<file path="src/rtl/spi_fifo_pkg.sv">
package spi_fifo_pkg;

    typedef enum logic {
        SRC_IDLE    = 1'b0,
        SRC_LATCHED = 1'b1
    } src_state_e;

    localparam int SRC_RX_AVAIL = 0;
    localparam int SRC_TX_EMPTY = 1;
    localparam int SRC_TX_NEAR  = 2;
    localparam int SRC_RX_NEAR  = 3;
    localparam int NUM_SRC      = 4;

    typedef struct packed {
        logic tx_mark;
        logic rx_mark;
        logic clr_mode;
        logic tx_near_ie;
        logic rx_near_ie;
        logic fifo_en;
    } ctrl_t;

endpackage

</file>
<file path="src/rtl/spi_byte_fifo.sv">
module spi_byte_fifo #(
    parameter int DEPTH_BYTES = 8,
    localparam int AW = $clog2(DEPTH_BYTES),
    localparam int CW = $clog2(DEPTH_BYTES + 1),
    localparam int LW = $clog2(DEPTH_BYTES * 8 + 1)
) (
    input  logic          clk,
    input  logic          rst_n,
    input  logic          flush,
    input  logic [CW-1:0] cap_bytes,
    input  logic          push,
    input  logic          push_word,
    input  logic [15:0]   push_data,
    input  logic          pop,
    input  logic          pop_word,
    output logic [15:0]   pop_data,
    output logic [LW-1:0] level_bits,
    output logic          overflow,
    output logic          underflow
);

    logic [7:0]    mem [DEPTH_BYTES];
    logic [AW-1:0] head, tail;
    logic [CW-1:0] cnt;
    logic [CW-1:0] push_n, pop_n;
    logic          push_ok, pop_ok;

    always_comb begin
        push_n  = push_word ? CW'(2) : CW'(1);
        pop_n   = pop_word  ? CW'(2) : CW'(1);
        push_ok = push && (({1'b0, cnt} + {1'b0, push_n}) <= {1'b0, cap_bytes});
        pop_ok  = pop && (cnt >= pop_n);
    end

    // storage, no reset needed
    always_ff @(posedge clk) begin
        if (push_ok && !flush) begin
            mem[tail] <= push_data[7:0];
            if (push_word) begin
                mem[tail + AW'(1)] <= push_data[15:8];
            end
        end
    end

    always_ff @(posedge clk or negedge rst_n) begin
        if (!rst_n) begin
            head      <= '0;
            tail      <= '0;
            cnt       <= '0;
            overflow  <= 1'b0;
            underflow <= 1'b0;
        end else if (flush) begin
            head <= '0;
            tail <= '0;
            cnt  <= '0;
        end else begin
            if (push_ok) tail <= tail + AW'(push_n);
            if (pop_ok)  head <= head + AW'(pop_n);
            cnt <= cnt + (push_ok ? push_n : CW'(0)) - (pop_ok ? pop_n : CW'(0));
            if (push && !push_ok) overflow  <= 1'b1;
            if (pop  && !pop_ok)  underflow <= 1'b1;
        end
    end

    always_comb begin
        pop_data   = pop_word ? {mem[head + AW'(1)], mem[head]} : {8'h00, mem[head]};
        level_bits = LW'({cnt, 3'b000});
    end

    assert_no_overflow_R3: assert property (@(posedge clk) disable iff (!rst_n)
        cnt <= CW'(DEPTH_BYTES));

    assert_overflow_sticky_R3: assert property (@(posedge clk) disable iff (!rst_n)
        (push && !flush && (({1'b0, cnt} + {1'b0, push_n}) > {1'b0, cap_bytes})) |=> overflow);

    assert_underflow_sticky_R4: assert property (@(posedge clk) disable iff (!rst_n)
        (pop && !flush && cnt < pop_n) |=> underflow);

    assert_flush_empties_R13: assert property (@(posedge clk) disable iff (!rst_n)
        flush |=> (cnt == '0));

endmodule

</file>
<file path="src/rtl/spi_irq_source.sv">
module spi_irq_source
    import spi_fifo_pkg::*;
#(
    parameter logic RST_FLAG = 1'b0
) (
    input  logic clk,
    input  logic rst_n,
    input  logic flag,
    input  logic clr,
    input  logic w1c_mode,
    output logic pending
);

    src_state_e state, state_nxt;
    logic       flag_q;
    logic       rise;

    assign rise = flag && !flag_q;

    always_ff @(posedge clk or negedge rst_n) begin
        if (!rst_n) begin
            state  <= SRC_IDLE;
            flag_q <= RST_FLAG;
        end else begin
            state  <= state_nxt;
            flag_q <= flag;
        end
    end

    always_comb begin
        state_nxt = state;
        unique case (state)
            SRC_IDLE:    if (rise)          state_nxt = SRC_LATCHED;   // RISE_LATCH
            SRC_LATCHED: if (clr && !rise)  state_nxt = SRC_IDLE;      // ACK_CLEAR, else RISE_WINS
            default:                        state_nxt = SRC_IDLE;
        endcase
    end

    always_comb begin
        pending = w1c_mode ? (state == SRC_LATCHED) : flag;
    end

    assert_latch_on_rise_R10: assert property (@(posedge clk) disable iff (!rst_n)
        rise |=> (state == SRC_LATCHED));

    assert_hold_until_clear_R10: assert property (@(posedge clk) disable iff (!rst_n)
        (state == SRC_LATCHED && !clr) |=> (state == SRC_LATCHED));

    assert_rise_beats_clear_R11: assert property (@(posedge clk) disable iff (!rst_n)
        (clr && rise) |=> (state == SRC_LATCHED));

endmodule

</file>
<file path="src/rtl/spi_fifo_irq_ctrl.sv">
module spi_fifo_irq_ctrl
    import spi_fifo_pkg::*;
#(
    parameter int DEPTH_BYTES = 8,
    localparam int CW = $clog2(DEPTH_BYTES + 1),
    localparam int LW = $clog2(DEPTH_BYTES * 8 + 1)
) (
    input  logic          clk,
    input  logic          rst_n,
    input  logic          ctrl_we,
    input  logic [7:0]    ctrl_wdata,
    output logic [7:0]    ctrl_rdata,
    input  logic          clr_we,
    input  logic [3:0]    clr_wdata,
    input  logic          rx_data_ie,
    input  logic          tx_empty_ie,
    input  logic          tx_push,
    input  logic          tx_push_word,
    input  logic [15:0]   tx_push_data,
    input  logic          tx_pop,
    input  logic          tx_pop_word,
    output logic [15:0]   tx_pop_data,
    input  logic          rx_push,
    input  logic          rx_push_word,
    input  logic [15:0]   rx_push_data,
    input  logic          rx_pop,
    input  logic          rx_pop_word,
    output logic [15:0]   rx_pop_data,
    output logic [LW-1:0] tx_level,
    output logic [LW-1:0] rx_level,
    output logic          tx_overflow,
    output logic          tx_underflow,
    output logic          rx_overflow,
    output logic          rx_underflow,
    output logic          rx_avail,
    output logic          tx_empty,
    output logic          tx_near_empty,
    output logic          rx_near_full,
    output logic [3:0]    irq_pending,
    output logic          irq
);

    localparam int            CAP_BITS   = DEPTH_BYTES * 8;
    localparam logic [LW-1:0] TX_MARK_Q  = LW'(CAP_BITS / 4);
    localparam logic [LW-1:0] TX_MARK_H  = LW'(CAP_BITS / 2);
    localparam logic [LW-1:0] RX_MARK_3Q = LW'((CAP_BITS * 3) / 4);
    localparam logic [LW-1:0] RX_MARK_H  = LW'(CAP_BITS / 2);
    localparam logic [NUM_SRC-1:0] FLAG_RST = 4'b0110;

    ctrl_t               ctrl;
    logic                flush;
    logic [CW-1:0]       cap_bytes;
    logic [NUM_SRC-1:0]  flags;
    logic [NUM_SRC-1:0]  enables;
    logic [1:0]          unused_wdata_bits;

    assign unused_wdata_bits = ctrl_wdata[7:6];

    always_ff @(posedge clk or negedge rst_n) begin
        if (!rst_n) begin
            ctrl <= '0;
        end else if (ctrl_we) begin
            ctrl <= ctrl_t'(ctrl_wdata[5:0]);
        end
    end

    always_comb begin
        ctrl_rdata = {2'b00, ctrl};
        flush      = ctrl_we && (ctrl_wdata[0] != ctrl.fifo_en);
        cap_bytes  = ctrl.fifo_en ? CW'(DEPTH_BYTES) : CW'(2);
    end

    spi_byte_fifo #(.DEPTH_BYTES(DEPTH_BYTES)) u_tx_fifo (
        .clk        (clk),
        .rst_n      (rst_n),
        .flush      (flush),
        .cap_bytes  (cap_bytes),
        .push       (tx_push),
        .push_word  (tx_push_word),
        .push_data  (tx_push_data),
        .pop        (tx_pop),
        .pop_word   (tx_pop_word),
        .pop_data   (tx_pop_data),
        .level_bits (tx_level),
        .overflow   (tx_overflow),
        .underflow  (tx_underflow)
    );

    spi_byte_fifo #(.DEPTH_BYTES(DEPTH_BYTES)) u_rx_fifo (
        .clk        (clk),
        .rst_n      (rst_n),
        .flush      (flush),
        .cap_bytes  (cap_bytes),
        .push       (rx_push),
        .push_word  (rx_push_word),
        .push_data  (rx_push_data),
        .pop        (rx_pop),
        .pop_word   (rx_pop_word),
        .pop_data   (rx_pop_data),
        .level_bits (rx_level),
        .overflow   (rx_overflow),
        .underflow  (rx_underflow)
    );

    always_comb begin
        rx_avail      = (rx_level != '0);
        tx_empty      = (tx_level == '0);
        tx_near_empty = tx_level <= (ctrl.tx_mark ? TX_MARK_H : TX_MARK_Q);
        rx_near_full  = rx_level >= (ctrl.rx_mark ? RX_MARK_H : RX_MARK_3Q);

        flags[SRC_RX_AVAIL] = rx_avail;
        flags[SRC_TX_EMPTY] = tx_empty;
        flags[SRC_TX_NEAR]  = tx_near_empty;
        flags[SRC_RX_NEAR]  = rx_near_full;

        enables[SRC_RX_AVAIL] = rx_data_ie;
        enables[SRC_TX_EMPTY] = tx_empty_ie;
        enables[SRC_TX_NEAR]  = ctrl.tx_near_ie && ctrl.fifo_en;
        enables[SRC_RX_NEAR]  = ctrl.rx_near_ie && ctrl.fifo_en;
    end

    for (genvar i = 0; i < NUM_SRC; i++) begin : g_src
        spi_irq_source #(.RST_FLAG(FLAG_RST[i])) u_src (
            .clk      (clk),
            .rst_n    (rst_n),
            .flag     (flags[i]),
            .clr      (clr_we && clr_wdata[i]),
            .w1c_mode (ctrl.clr_mode),
            .pending  (irq_pending[i])
        );
    end

    assign irq = |(irq_pending & enables);

    assert_reserved_zero_R1: assert property (@(posedge clk) disable iff (!rst_n)
        ctrl_rdata[7:6] == 2'b00);

    assert_marks_ignored_R8: assert property (@(posedge clk) disable iff (!rst_n)
        (!ctrl.fifo_en && !rx_data_ie && !tx_empty_ie) |-> !irq);

    assert_levels_cleared_R13: assert property (@(posedge clk) disable iff (!rst_n)
        flush |=> (tx_level == '0 && rx_level == '0));

    assert_auto_follow_R9: assert property (@(posedge clk) disable iff (!rst_n)
        !ctrl.clr_mode |-> (irq_pending[SRC_TX_EMPTY] == (tx_level == '0)));

endmodule

</file>
<file path="config.mk">
export PLATFORM = sky130hd
export DESIGN_NAME = spi_fifo_irq_ctrl
export DESIGN_NICKNAME = d
export VERILOG_FILES = /design/src/rtl/spi_fifo_pkg.sv /design/src/rtl/spi_byte_fifo.sv /design/src/rtl/spi_irq_source.sv /design/src/rtl/spi_fifo_irq_ctrl.sv
export SDC_FILE = /design/constraint.sdc
export NUM_CORES = 1
export LEC_CHECK = 0
export BUFFER_PORTS_ARGS = -buffer_cell sky130_fd_sc_hd__clkbuf_2
export CORE_MARGIN = 8
export CORE_UTILIZATION = 35
export DETAILED_ROUTE_END_ITERATION = 8
export PLACE_DENSITY = 0.64
export RECOVER_POWER = 50
export SLEW_MARGIN = 20
export SYNTH_ARGS = -nofsm -noshare
export SYNTH_HDL_FRONTEND = slang
export SYNTH_HIERARCHICAL = 1
export SYNTH_SLANG_ARGS = --single-unit
</file>
<file path="constraint.sdc">
create_clock -name clk -period 3.61 [get_ports clk]
set_input_delay 0.1805 -clock clk [delete_from_list [all_inputs] [get_ports clk]]
set_output_delay 0.1805 -clock clk [all_outputs]
set_load 0.1 [all_outputs]
</file>
* Word level (Yosys, flattened, before mapping)
Memories as Yosys holds them, arrays and structs flattened.
Index checks and enable logic that the tools add are counted.
** Storage, ports and cells
- Input port bits :: 58
- Output and inout bits :: 67
- Memory bits (writable) :: 128
- Memories kept :: 2
- Register bits :: 38
** Memories
- u_rx_fifo.mem :: words 8, width 8, read ports 2, clocked after memory_dff 0, write ports 2, RTL line spi_byte_fifo.sv:22 : logic [7:0] mem [DEPTH_BYTES];
- u_tx_fifo.mem :: words 8, width 8, read ports 2, clocked after memory_dff 0, write ports 2, RTL line spi_byte_fifo.sv:22
** Cells by class
- Add/subtract/negate cells :: 14
- Reductions and logical operators :: 49
- Eq/ne operators :: 1
- Order comparisons :: 6
- Bitwise logic cells :: 6
- Muxes and demuxes :: 49
** Operators with widths (number)
- two-way mux 16 bit :: 2
- two-way mux 4 bit :: 7
- logical AND 1 bit :: 25
- two-way mux 3 bit :: 8
- two-way mux 1 bit :: 22
- logical NOT 1 bit :: 13
- adder 3 x 1 -> 3 bit, second input constant :: 4
- adder 3 bit :: 4
- adder 4 x 4 -> 5 bit :: 2
- less-or-equal comparator 5 x 4 -> 1 bit :: 2
- adder 4 bit :: 2
- greater-or-equal comparator 4 bit :: 2
- two-way mux 2 bit :: 4
- one-hot mux 1 bit (2 select lines) :: 4
- AND reduction 2 bit :: 4
- nonzero test 2 bit :: 4
- subtractor 4 bit :: 2
- greater-or-equal comparator 7 x 6 -> 1 bit :: 1
- less-or-equal comparator 7 x 6 -> 1 bit :: 1
- logical NOT 7 bit :: 1
- nonzero test 7 bit :: 1
- two-way mux 6 bit :: 1
- two-way mux 5 bit :: 1
- NOT 1 bit :: 5
- 3 further kinds :: 3

* Depth between registers and ports, before layout
- Word-level depth :: 8
- Depth in mapped cells :: 20

* Modules after synthesis
Netlist, hierarchy kept.
** By module, submodules not included
- spi_byte_fifo (u_tx_fifo) :: seq. area each 2222.1 µm², cells each 349, times used 1, area an instance 5094.9 µm²
- spi_byte_fifo (u_rx_fifo) :: seq. area each 2222.1 µm², cells each 350, times used 1, area an instance 4973.5 µm²
- spi_fifo_irq_ctrl :: seq. area each 150.1 µm², cells each 49, times used 1, area an instance 427.9 µm²
- spi_irq_source (g_src[1].u_src ...) :: seq. area each 51.3 µm², cells each 7, times used 2, area an instance 80.1 µm²
- spi_irq_source (g_src[0].u_src ...) :: seq. area each 50.0 µm², cells each 7, times used 2, area an instance 78.8 µm²

* Least setup slack after synthesis
Ideal clock, no wire load.
- Kind :: register -> output
- From :: register ctrl, in the netlist ctrl_rdata[5]
- To :: output irq
- Cell stages (with the launch flop) :: 10
- Setup slack :: -3.274 ns
- Buffers on the path :: 0
- Data arrival time :: 6.703 ns
- Cells stage by stage :: dfrtp_1 -> inv_1 -> ha_1 -> nor2b_1 -> o31ai_1 -> inv_1 -> o21ai_1 -> a22o_1 -> a222oi_1 -> inv_1
** Between the ends
- Longest elaborated chain between the ends :: 5
** RTL lines
- start: declaration :: RTL line spi_fifo_irq_ctrl.sv:50 : ctrl_t ctrl;
- start signal: assignment :: RTL line spi_fifo_irq_ctrl.sv:63 : ctrl <= ctrl_t'(ctrl_wdata[5:0]);
- two-way mux 6 bit :: RTL line spi_fifo_irq_ctrl.sv:108 : tx_near_empty = tx_level <= (ctrl.tx_mark ? TX_MARK_H : TX_MARK_Q);
- less-or-equal comparator 7 x 6 -> 1 bit :: RTL line spi_fifo_irq_ctrl.sv:108
- via tx_near_empty :: RTL line spi_fifo_irq_ctrl.sv:37 : output logic tx_near_empty,
- two-way mux 1 bit :: RTL line spi_irq_source.sv:40 : pending = w1c_mode ? (state == SRC_LATCHED) : flag;
- via irq_pending[2] :: RTL line spi_fifo_irq_ctrl.sv:39 : output logic [3:0] irq_pending,
- AND 4 bit :: RTL line spi_fifo_irq_ctrl.sv:133 : assign irq = |(irq_pending & enables);
- OR reduction 4 bit :: RTL line spi_fifo_irq_ctrl.sv:133
- end: declaration :: RTL line spi_fifo_irq_ctrl.sv:40 : output logic irq
The timed path passes the listed nets, and every way through them passes these cells.

* Worst setup path in the final report
- From :: register u_rx_fifo.cnt[0]
- To :: register u_rx_fifo.cnt[1]
** Between the ends
- Longest elaborated chain between the ends :: 7
- Elaborated cells on any way between the ends :: 10
- Classes of those cells :: 3 x add/sub; 2 x order compare; 3 x mux; 2 x reduce/logical
** RTL lines
- start: declaration :: RTL line spi_byte_fifo.sv:24 : logic [CW-1:0] cnt;
- start signal: assignment :: RTL line spi_byte_fifo.sv:59 : cnt <= cnt + (push_ok ? push_n : CW'(0)) - (pop_ok ? pop_n : CW'(0));
- adder 4 x 4 -> 5 bit :: RTL line spi_byte_fifo.sv:31 : push_ok = push && (({1'b0, cnt} + {1'b0, push_n}) <= {1'b0, cap_bytes});
- less-or-equal comparator 5 x 4 -> 1 bit :: RTL line spi_byte_fifo.sv:31
- logical AND 1 bit :: RTL line spi_byte_fifo.sv:31
- two-way mux 4 bit :: RTL line spi_byte_fifo.sv:59
- adder 4 bit :: RTL line spi_byte_fifo.sv:59
- subtractor 4 bit (*) :: RTL line spi_byte_fifo.sv:59
- two-way mux 4 bit (*) :: RTL line spi_byte_fifo.sv:52 : end else if (flush) begin
Mark *: on every way between the ends. The rest lies on a longest branch, timed or not.
A chain may end at the register's enable or synchronous reset.

==> flow_summary.yaml <==
run_status:
  status: "complete, but fails checks"
  violations: "max-capacitance violations, max-slew violations"
floorplan:
  ioPinCount: 125
  die_w_um: 192
  start_util: 0.354
  die_area_um2: 36800
  die_h_um: 192
  core_area_um2: 30500
  row_count: 64
critical_path:
  crit_type: "reg2reg"
  critPathCaptureType: "flop"
  critical_path.most_common_cell: "fa_2"
  cpPeakStageDelay_ns: 0.55
  critPathSlowestCell: "fa_1"
  cpLargestDelayFamily: "adder cells"
  required_ns: 3.97
  arrival_ns: 3.87
  path_max_fanout: 3
  cp_num_buf_inv: 2
  crit_chain: "ha_4 -> fa_2 -> xor2_1 -> ha_1 -> and3_4 -> a221oi_4 -> or2_1 -> nand3_2 -> fa_1 -> inv_2 -> buf_4 -> fa_2 -> nor2b_1"
  start_kind: "flop"
sta:
  fin_setup_tns_ns: 0
  slew_headroom: -0.433
  setup_viol: 0
  min_period_ns: 3.51
  hold_viol_final: 0
  max_freq_ghz: 0.285
  worst_slack_ns: 0.0980
  rsz0062_at_grt: "yes"
  min_period_over_period: 0.973
  worst_slew_pin_slew_ns: 2.15
  finalClockSkew_ns: 0.0104
  drv_slew: 39
finish:
  n_antenna_cell: 0
  multi_input_area_um2: 5800
  nFillCells: 2750
  seqCellArea_um2: 4810
  layout_commonest_cell: "mux2_2"
  layoutNonFillerInstCount: 1351
  area_growth_syn_to_layout_pct: 19.9
  most-common-layout-cells: "mux2_2, edfxtp_1, clkbuf_2"
  design_area_um2: 13000
  fin_nets: 1052
  drive_above_1_share: 0.498
grt:
  grt_pass1_wl_um: 41800
  grt_max_degree: 39
  first_global_vias: 7433
  grt.total_usage: 0.149
  grt_antenna_before_repair: 0
  grt.overflow.total: 0
drt:
  vias: 7091
  drt_wl_total_um: 27300
  drtPass1Iterations: 5
  drc_errors: 0
  drtAntennaViolNets: 0
  wl_per_cell_um: 20.2
  drt_iter0_markers: 461
  routed_via_density: 5.25
synthesis:
  synth_ff_type: "edfxtp_1"
  synth.avg_cell_area_um2: 13.9
  synth_warnings: 6
  seq_area_frac_synth: 0.444
  synth_compound_area_frac: 0.0477
  syn_area_um2: 10800
  synth_seq_cells: 166
  synth-adder-area-share: 0.0659
  synthArstFlopShare: 0.229
  synth_top_family_by_area: "multiplexers"
  muxShareOfSynthArea: 0.296
  synthXorXnorAreaFrac: 0.0154
  synthCells: 776
  synth_cell_types: 58
  synth_edf_count: 128
  synth-simple-area-share: 0.0848
place:
  numPortBuffers: 114
  placed_area_um2: 12200
  dp_slack_ns: 0.0303
  place.gp.congestion: 0.780
  hpwl_um: 18900
  placed_cells: 1303
clock_network:
  htreeDepth: 4
  cts_buffers: 17
  insertion_delay_ns: 0.43
  cts_sinks: 166
  cts.clk_slew.worst_paths_ns: 0.07
  cts_tree: "done"
  clock_path_buffers: 2
  cts_root_buf: "clkbuf_16"
pwr:
  power.leakage_nw: 5.00
  p_total_mw: 12.0
  ir_worst_vdd_uv: 530
  powerDensity_nw_per_um2: 922
min_path:
  hold_class: "in2reg"
run:
  cap_viol_max_count: 1
## routing by layer
metal  GRT usage  share of wire
met1       0.191           0.44
met2       0.252           0.49
met3      0.0260          0.056
met4      0.0477          0.016
met5           0              0
## logic make-up after synthesis
| kind of cell | after synthesis |
|---|---|
| mux | 215 |
| flops | 166 |
| simple gates | 149 |
| buf+inv | 94 |
| compound gates | 79 |
| fa+ha+maj | 51 |
| xor+xnor | 19 |
| other cells | 3 |
## sequential cells by signal, summed over array words and instances (netlist names), 4 cells and up
| name | cells |
|---|---|
| ctrl_rdata | 6 |
| g_src.u_src/flag_q | 4 |
| g_src.u_src/state | 4 |
| u_rx_fifo/cnt | 4 |
| u_rx_fifo/mem | 64 |
| u_tx_fifo/cnt | 4 |
| u_tx_fifo/mem | 64 |
## stage by stage
step	hold WS [ns]	util
2_1_floorplan	-0.115	-
3_3_place_gp	0.396	0.399
3_5_place_dp	0.399	0.399
4_1_cts	0.0340	0.420
5_1_grt	0.0499	0.425
6_report	0.0625	0.425
## path summary, 6_finish.rpt
path / startpoint / endpoint / slack, ns / cells past startpoint
max in group asynchronous: rst_n / u_tx_fifo/cnt[0] / 1.17 / 2
worst min register to register: g_src[0].u_src/flag_q / g_src[0].u_src/state / 0.43 / 1
worst max-delay path: u_rx_fifo/cnt[0] / u_rx_fifo/cnt[1] / 0.1 / 13
worst max register to register: u_rx_fifo/cnt[0] / u_rx_fifo/cnt[1] / 0.1 / 13
worst min-delay path: rx_pop / u_rx_fifo/underflow / 0.06 / 3
min in group asynchronous: rst_n / g_src[0].u_src/state / 0.92 / 2
## Yosys cell counts, drive strengths merged, types with 2 or more instances
cell,instances,area (um^2)
a21o,5,37.5
a21oi,27,135
and2,7,43.8
and3,10,77.6
buf,34,269
clkbuf,9,33.8
clkinv,2,7.51
conb,3,11.3
dfrtp,36,901
dfstp,2,52.6
edfxtp,128,3840
fa,10,200
ha,41,513
inv,49,184
mux2,149,1740
mux2i,2,20.0
mux4,64,1440
nand2,51,194
nand2b,14,87.6
nand3,9,87.6
nand3b,2,15.0
nand4,8,120
nand4b,6,82.6
nor2,25,96.4
nor2b,7,43.8
nor3,2,10.0
o21ai,21,105
o21bai,7,52.6
o22ai,4,50.1
o31ai,6,45.0
o41ai,2,17.5
or2,4,27.5
or4,3,22.5
xnor2,11,96.3
xor2,8,70.1
## cell type report
cell class,count,area share
Clock buffer,18,0.0331
Sequential cell,166,0.371
Timing Repair Buffer,182,0.0838
Tap cell,396,0.0382
Multi-Input combinational cell,525,0.447
Inverter,51,0.0148
Clock inverter,13,0.0114
## power breakdown
group          switching [mW]  leakage, nW  total (mW)  internal (mW)
Clock                   0.778        0.273        1.80           1.02
Sequential              0.314         1.60        2.78           2.47
Combinational            4.95         3.12        7.37           2.42
Total                    6.04         5.00        12.0           5.92
## worst register-to-register path: stages (launching register included)
cell,delay [ns]
dfrtp_4,0.49
ha_4,0.17
fa_2,0.36
xor2_1,0.15
ha_1,0.26
and3_4,0.17
a221oi_4,0.26
or2_1,0.16
nand3_2,0.09
fa_1,0.55
inv_2,0.05
buf_4,0.13
fa_2,0.50
nor2b_1,0.11
## repair_timing
action / in CTS / in global routing
resized for setup: 0 / 15
buffers inserted: 0 / 10
hold buffers: 7 / 0
endpoints found under the hold margin: 42 / 0
endpoints found under the setup margin: 0 / 28
Power figures use the tool's default switching activity.
